$ cat src/rtl/lmi_pkg.sv
package lmi_pkg;

    localparam int VEC_W     = 8;
    localparam int MASK_POS  = 16;
    localparam int LEVEL_POS = 15;
    localparam int POL_POS   = 13;
    localparam int ID_LSB    = 24;
    localparam int EID_LSB   = 16;

    localparam logic [7:0] OFF_SELECT  = 8'h00;
    localparam logic [7:0] OFF_WINDOW  = 8'h10;
    localparam logic [7:0] OFF_EOI     = 8'h40;
    localparam logic [7:0] IDX_VERSION = 8'h01;
    localparam int         IDX_BASE    = 16;

    typedef struct packed {
        logic             mask;
        logic             level;
        logic             pol_low;
        logic [VEC_W-1:0] vec;
        logic [7:0]       dest_id;
        logic [7:0]       dest_eid;
    } lmi_entry_t;

    localparam lmi_entry_t ENTRY_RESET = '{mask: 1'b1, default: '0};

    function automatic logic [31:0] pack_low(lmi_entry_t e);
        logic [31:0] w;
        w              = '0;
        w[MASK_POS]    = e.mask;
        w[LEVEL_POS]   = e.level;
        w[POL_POS]     = e.pol_low;
        w[VEC_W-1:0]   = e.vec;
        return w;
    endfunction

    function automatic logic [31:0] pack_high(lmi_entry_t e);
        return {e.dest_id, e.dest_eid, 16'h0000};
    endfunction

endpackage

$ cat src/rtl/lmi_line.sv
module lmi_line (
    input  logic clk,
    input  logic rst_n,
    input  logic irq_i,
    input  logic mask_i,
    input  logic level_i,
    input  logic pol_low_i,
    input  logic eoi_hit_i,
    input  logic grant_i,
    output logic req_o
);

    typedef struct packed {
        logic act_prev;
        logic pend;
        logic insvc;
    } line_state_t;

    line_state_t s_q, s_d;
    logic        active;

    always_comb begin
        s_d    = s_q;
        active = irq_i ^ pol_low_i;

        s_d.act_prev = active;

        if (eoi_hit_i) begin
            s_d.insvc = 1'b0;
        end

        if (grant_i) begin
            s_d.pend = 1'b0;
            if (level_i) begin
                s_d.insvc = 1'b1;
            end
        end

        if (level_i) begin
            if (!active) begin
                s_d.pend = 1'b0;
            end else if (!mask_i && !s_q.insvc && !s_q.pend && !grant_i) begin
                s_d.pend = 1'b1;
            end
        end else if (!mask_i && active && !s_q.act_prev) begin
            s_d.pend = 1'b1;
        end

        req_o = s_q.pend && !mask_i;
    end

    always_ff @(posedge clk or negedge rst_n) begin
        if (!rst_n) begin
            s_q <= '0;
        end else begin
            s_q <= s_d;
        end
    end

endmodule

$ cat src/rtl/lmi_pick.sv
module lmi_pick #(
    parameter int NUM_LINES = 8
) (
    input  logic [NUM_LINES-1:0] req_i,
    input  logic                 enable_i,
    output logic [NUM_LINES-1:0] grant_o,
    output logic                 any_o
);

    logic [NUM_LINES:0] blocked;

    assign blocked[0] = ~enable_i;

    for (genvar g = 0; g < NUM_LINES; g++) begin : g_chain
        assign grant_o[g]   = req_i[g] & ~blocked[g];
        assign blocked[g+1] = blocked[g] | req_i[g];
    end

    assign any_o = |grant_o;

endmodule

$ cat src/rtl/lmi_regs.sv
module lmi_regs
    import lmi_pkg::*;
#(
    parameter int         NUM_LINES = 8,
    parameter logic [7:0] VERSION   = 8'h21
) (
    input  logic                             clk,
    input  logic                             rst_n,
    input  logic                             wr_en,
    input  logic [7:0]                       addr,
    input  logic [31:0]                      wdata,
    output logic [31:0]                      rdata,
    output lmi_entry_t [NUM_LINES-1:0]       entries_o,
    output logic                             eoi_valid_o,
    output logic [VEC_W-1:0]                 eoi_vec_o
);

    localparam logic [7:0] MAX_ENTRY = 8'(NUM_LINES - 1);

    typedef struct packed {
        logic [7:0]                  sel;
        lmi_entry_t [NUM_LINES-1:0]  ent;
    } regs_state_t;

    regs_state_t          s_q, s_d;
    logic [NUM_LINES-1:0] lo_hit;
    logic [NUM_LINES-1:0] hi_hit;
    logic [31:0]          win_rd;
    logic                 unused_wdata;

    assign unused_wdata = ^{wdata[14], wdata[12:VEC_W]};

    always_comb begin
        s_d    = s_q;
        win_rd = '0;

        for (int i = 0; i < NUM_LINES; i++) begin
            lo_hit[i] = (s_q.sel == 8'(IDX_BASE + 2 * i));
            hi_hit[i] = (s_q.sel == 8'(IDX_BASE + 2 * i + 1));
        end

        if (s_q.sel == IDX_VERSION) begin
            win_rd = {8'h00, MAX_ENTRY, 8'h00, VERSION};
        end
        for (int i = 0; i < NUM_LINES; i++) begin
            if (lo_hit[i]) win_rd = pack_low(s_q.ent[i]);
            if (hi_hit[i]) win_rd = pack_high(s_q.ent[i]);
        end

        case (addr)
            OFF_SELECT: rdata = {24'h0, s_q.sel};
            OFF_WINDOW: rdata = win_rd;
            default:    rdata = '0;
        endcase

        if (wr_en && addr == OFF_SELECT) begin
            s_d.sel = wdata[7:0];
        end

        if (wr_en && addr == OFF_WINDOW) begin
            for (int i = 0; i < NUM_LINES; i++) begin
                if (lo_hit[i]) begin
                    s_d.ent[i].mask    = wdata[MASK_POS];
                    s_d.ent[i].level   = wdata[LEVEL_POS];
                    s_d.ent[i].pol_low = wdata[POL_POS];
                    s_d.ent[i].vec     = wdata[VEC_W-1:0];
                end
                if (hi_hit[i]) begin
                    s_d.ent[i].dest_id  = wdata[ID_LSB +: 8];
                    s_d.ent[i].dest_eid = wdata[EID_LSB +: 8];
                end
            end
        end

        eoi_valid_o = wr_en && (addr == OFF_EOI);
        eoi_vec_o   = wdata[VEC_W-1:0];
        entries_o   = s_q.ent;
    end

    always_ff @(posedge clk or negedge rst_n) begin
        if (!rst_n) begin
            s_q.sel <= '0;
            for (int i = 0; i < NUM_LINES; i++) begin
                s_q.ent[i] <= ENTRY_RESET;
            end
        end else begin
            s_q <= s_d;
        end
    end

endmodule

$ cat src/rtl/line_msg_redirect.sv
module line_msg_redirect
    import lmi_pkg::*;
#(
    parameter int         NUM_LINES = 8,
    parameter logic [7:0] VERSION   = 8'h21
) (
    input  logic                 clk,
    input  logic                 rst_n,
    input  logic [NUM_LINES-1:0] irq_lines,
    input  logic                 reg_wr_en,
    input  logic [7:0]           reg_addr,
    input  logic [31:0]          reg_wdata,
    output logic [31:0]          reg_rdata,
    output logic                 msg_valid,
    input  logic                 msg_ready,
    output logic [31:0]          msg_addr,
    output logic [31:0]          msg_data
);

    typedef struct packed {
        logic        valid;
        logic [31:0] addr;
        logic [31:0] data;
    } out_state_t;

    out_state_t                 o_q, o_d;
    lmi_entry_t [NUM_LINES-1:0] entries;
    logic                       eoi_valid;
    logic [VEC_W-1:0]           eoi_vec;
    logic [NUM_LINES-1:0]       line_req;
    logic [NUM_LINES-1:0]       line_grant;
    logic                       any_grant;
    lmi_entry_t                 chosen;

    lmi_regs #(
        .NUM_LINES (NUM_LINES),
        .VERSION   (VERSION)
    ) u_regs (
        .clk         (clk),
        .rst_n       (rst_n),
        .wr_en       (reg_wr_en),
        .addr        (reg_addr),
        .wdata       (reg_wdata),
        .rdata       (reg_rdata),
        .entries_o   (entries),
        .eoi_valid_o (eoi_valid),
        .eoi_vec_o   (eoi_vec)
    );

    for (genvar g = 0; g < NUM_LINES; g++) begin : g_line
        lmi_line u_line (
            .clk       (clk),
            .rst_n     (rst_n),
            .irq_i     (irq_lines[g]),
            .mask_i    (entries[g].mask),
            .level_i   (entries[g].level),
            .pol_low_i (entries[g].pol_low),
            .eoi_hit_i (eoi_valid && (entries[g].vec == eoi_vec)),
            .grant_i   (line_grant[g]),
            .req_o     (line_req[g])
        );
    end

    lmi_pick #(
        .NUM_LINES (NUM_LINES)
    ) u_pick (
        .req_i    (line_req),
        .enable_i (!o_q.valid),
        .grant_o  (line_grant),
        .any_o    (any_grant)
    );

    always_comb begin
        o_d    = o_q;
        chosen = '0;

        for (int i = 0; i < NUM_LINES; i++) begin
            if (line_grant[i]) chosen = chosen | entries[i];
        end

        if (o_q.valid && msg_ready) begin
            o_d.valid = 1'b0;
        end

        if (any_grant) begin
            o_d.valid = 1'b1;
            o_d.addr  = {chosen.dest_id, chosen.dest_eid, 16'h0000};
            o_d.data  = {{(32 - VEC_W){1'b0}}, chosen.vec};
        end
    end

    always_ff @(posedge clk or negedge rst_n) begin
        if (!rst_n) begin
            o_q <= '0;
        end else begin
            o_q <= o_d;
        end
    end

    assign msg_valid = o_q.valid;
    assign msg_addr  = o_q.addr;
    assign msg_data  = o_q.data;

endmodule

$ cat config.mk
export PLATFORM = sky130hd
export DESIGN_NAME = line_msg_redirect
export DESIGN_NICKNAME = d
export VERILOG_FILES = /design/src/rtl/lmi_pkg.sv /design/src/rtl/lmi_line.sv /design/src/rtl/lmi_pick.sv /design/src/rtl/lmi_regs.sv /design/src/rtl/line_msg_redirect.sv
export SDC_FILE = /design/constraint.sdc
export NUM_CORES = 1
export LEC_CHECK = 0
export ABC_AREA = 1
export BUFFER_PORTS_ARGS = -buffer_cell sky130_fd_sc_hd__buf_4
export CAP_MARGIN = 40
export CORE_ASPECT_RATIO = 1.25
export CORE_UTILIZATION = 30
export DETAILED_ROUTE_END_ITERATION = 7
export PLACE_DENSITY = 0.55
export REMOVE_ABC_BUFFERS = 1
export SLEW_MARGIN = 5
export SYNTH_ARGS = -nofsm -noshare
export SYNTH_HDL_FRONTEND = slang
export SYNTH_HIERARCHICAL = 1
export SYNTH_SLANG_ARGS = --single-unit
$ cat constraint.sdc
create_clock -name clk -period 2.75 [get_ports clk]
set_clock_uncertainty 0.15 [all_clocks]
set_input_delay 0.55 -clock clk [delete_from_list [all_inputs] [get_ports clk]]
set_output_delay 0.55 -clock clk [all_outputs]
set_load 0.02 [all_outputs]
==> results summary <==
The run finished, with violations left. The final reports fail on negative setup slack. In this run the tightest slew margin relative to its limit is 0.538. The largest net degree at the start of global routing is 65. The gate count of the mapped netlist came out at 2346. The worst-skew pair later-pin latency came out at 0.57 ns. The routed layout has 14550 vias. The top-area cell type share of the netlist area came out at 0.393. Of the total synthesized cell area, the portion taken by AND, OR, NAND and NOR gates is 0.289. The antenna diode count is 0. In the post-synthesis netlist, the cell with the most instances is nand2_1. Setup repair after global routing could not meet its margin everywhere.

The via count of the first global-routing pass came out at 14014. The share of final-layout standard cells stronger than drive strength 1 is 0.197. The total count of max-transition violations in the final report came out at 0. The data arrival time at the worst-slack endpoint is 2.58 ns.

The most used flip-flop cell after synthesis is dfrtp_1. The area fraction in compound gates after synthesis is 0.112. The number of clock buffers added by TritonCTS is 31. The length of the first detailed-routing pass in iterations came out at 5. The average wire per standard cell is 17.5 µm. The measured slew at the worst slew-check pin came out at 0.693 ns. After detailed routing, the number of vias per cell comes to 4.74. After synthesis the netlist holds a flip-flop and latch count of 273. Clock tree synthesis selected as its root buffer the cell clkbuf_16. The number of H-tree branching levels came out at 1. The buffering stage count on the worst path with inverters included is 5. The post-route minimum period came out at 3.28 ns. The worst setup path is launched from a flop. In this run the count of I/O pins placed on the die edge is 149. The setup TNS came out at -12.02 ns. The detailed-placement wirelength estimate came out at 37500 µm. The number of hold-slack violations in the final timing report was 0. The remaining global-route overflow is 0. The first global-routing pass estimated 81700 µm of wire. In this run, synthesis inferred 0 flip-flops with an integrated enable. The static leakage power is 0.00934 µW. IR analysis of the VDD net gives a maximum drop of 413 µV.

In this run the worst hold path is classified as input pin to flop. Of all flip-flops after synthesis, the portion carrying an async set or reset was 1.00. The largest fanout on the critical path came out at 6.

By area, the combinational part of the netlist is dominated by simple AND/OR/NAND/NOR gates. In the post-route analysis, the smallest setup slack over all paths is -0.526 ns. The average instance in the mapped netlist occupies 7.19 µm². The cell at the slowest stage of the critical path is dfrtp_1. The total routing resource utilization after global routing is 0.184. The commonest cells after synthesis are 924 x nand2_1, 275 x buf_4, 265 x dfrtp_1. The die outline area is 57200 µm². Walking the worst path, the cells encountered are inv_2 -> nand2_2 -> nor2_4 -> buf_6 -> nand3_4 -> nor2_4 -> buf_4 -> clkbuf_16 -> nand2_1 -> nand2_1 -> nor2_1 -> a21oi_2 -> buf_6. The clock-pin transition on the worst setup and hold timing paths came out at 0.06 ns.

The worst register-to-register path has a depth of 13. Relative to the synthesized area, the layout overhead comes to 13.0%. The netlist uses 40 different library cells. The clock net sink count came out at 273. The cell depth of the worst setup path is 13.

Of the synthesized area, sequential elements account for 0.406. The depth of the worst hold-timing path is 4. The number of core rows is 96. The cell area after synthesis is 16900 µm². The highest cell delay on the worst timing path is 0.42 ns. The first routing iteration left 1144 violations. The share of the clock period used by the worst path after layout came out at 1.19. The vertical die dimension is 267 µm. The width of the die came out at 214 µm. The number of buffers added on ports came out at 96. The ratio of total power to cell area is 503 nW/µm².

Static timing analysis puts the maximum clock frequency at 305 MHz. Of all cell types, the one taking the most synthesized area is dfrtp_1. The number of max-capacitance violations reported came out at 0.

After layout, the design draws a total of 9590 µW. TritonCTS built the clock tree. The number of nets in the final layout is 2362. Of the total synthesized cell area, the portion taken by XOR and XNOR cells is 0.00675. The kind of cell adding the most delay to the critical path is buffers and inverters. The number of antenna violations at the first check in global routing came out at 0. The number of design rule violations left after detail routing is 0. The critical path class is flop to output pin. The starting density of the core is 0.305. The floorplan core area came out at 55300 µm². The deepest clock path buffer count came out at 3. The weighted congestion at the end of routability-driven global placement came out at 0.932. Ranked by total cell area, the synthesized netlist is headed by dfrtp_1 39%, nand2_1 21%, buf_4 12%, o21ai_1 3.8%, o21ai_0 3.4%.

The required time of the critical path is 2.05 ns. The post-synthesis share of cell area spent on full adders, half adders and majority gates is 0. Measured against the total synthesized area, the mux share comes to 0.

The number of warnings reported in the yosys synthesis log is 6. Setup violations remaining at the end of the flow were counted as 26. The endpoint class of the critical path is an output pin. The remaining antenna violation count is 0. The aggregate routed wire length came out at 53700 µm.
layout make-up:
class	count	area, µm²
Timing Repair Buffer	244	2190
Tap cell	735	920
Sequential cell	273	6850
Inverter	167	636
Clock buffer	47	916
Fill cell	5830	36200
Clock inverter	8	92.6
Multi-Input combinational cell	1593	7470
tightest hold or removal path, stage by stage:
cell	delay, ns
buf_4	0.08
inv_1	0.04
nand2_2	0.06
and2_4	0.13
cells by family (layout without fill, tap and decap cells):
| logic type | after synthesis | after routing |
|---|---|---|
| buf+inv | 524 | 466 |
| flops | 273 | 273 |
| simple gates | 1199 | 1199 |
| other cells | 2 | 46 |
| compound gates | 335 | 335 |
| xor+xnor | 13 | 13 |
timing repair:
item,4_1_cts,5_1_grt
gates cloned,0,1
setup endpoints to repair,26,26
buffers inserted,12,25
hold buffers,2,0
hold endpoints to repair,57,0
pin swaps,11,33
gates resized for setup,66,84
per-stage QoR:
| stage | cell area (µm²) | util | hold slack [ns] | setup slack [ns] | std cells |
|---|---|---|---|---|---|
| 2_1_floorplan | 14500 | - | 0.104 | -0.589 | 2033 |
| 3_3_place_gp | 17200 | 0.311 | 0.321 | -0.0266 | 2973 |
| 3_5_place_dp | 17200 | 0.311 | 0.319 | -0.0784 | 2973 |
| 4_1_cts | 18500 | 0.335 | 0.154 | -0.545 | 3042 |
| 5_1_grt | 19100 | 0.345 | 0.176 | -0.648 | 3067 |
| 6_report | 19100 | 0.345 | 0.184 | -0.526 | 3067 |
where the power goes:
group,total (µW),switching [µW],leakage [µW],internal [µW]
Combinational,1370,1030,0.00517,342
Clock,4120,1660,0.000497,2460
Sequential,4090,28.1,0.00368,4060
Total,9590,2720,0.00934,6860
worst paths after layout:
| path | startpoint | endpoint | slack, ns |
|---|---|---|---|
| setup / recovery | u_regs/s_q[221]$_DFFE_PN0P_ | reg_rdata[17] | -0.53 |
| hold / removal | irq_lines[3] | g_line[3].u_line/s_q[2]$_DFF_PN0_ | 0.18 |
| setup reg to reg | u_regs/entries_o[53]$_DFFE_PN1P_ | msg_addr[27]$_DFFE_PN0P_ | 0.32 |
| hold reg to reg | msg_data[0]$_DFFE_PN0P_ | msg_data[0]$_DFFE_PN0P_ | 0.33 |
| max in group asynchronous | rst_n | msg_addr[23]$_DFFE_PN0P_ | 1.26 |
| min in group asynchronous | rst_n | msg_data[0]$_DFFE_PN0P_ | 0.38 |
metal layers:
layer	part of all wire	track usage
met4	0.029	0.0571
met5	0	0
met3	0.050	0.0182
met1	0.42	0.232
met2	0.50	0.329
flip-flops by register name, indices dropped and copies added, names as in the netlist:
signal / cells
u_regs/entries_o: 216
g_line.u_line/s_q: 24
msg_addr: 16
msg_data: 8
u_regs/s_q: 8
msg_valid: 1
layout by cell type (no fill, tap or decap), types with 16 or more instances in the layout:
master,netlist,final
nand2_1,924,908
conb_1,2,46
inv_2,15,21
o21ai_0,116,106
o21ai_1,127,129
clkbuf_16,0,32
a21oi_1,24,16
dfrtp_1,265,261
nor2_1,150,136
buf_4,275,191
nand4_1,18,18
nand3_1,44,42
buf_12,0,16
inv_1,152,143
buf_6,10,31
a221oi_2,0,17
nand2_2,20,30
Power figures use the tool's default switching activity.
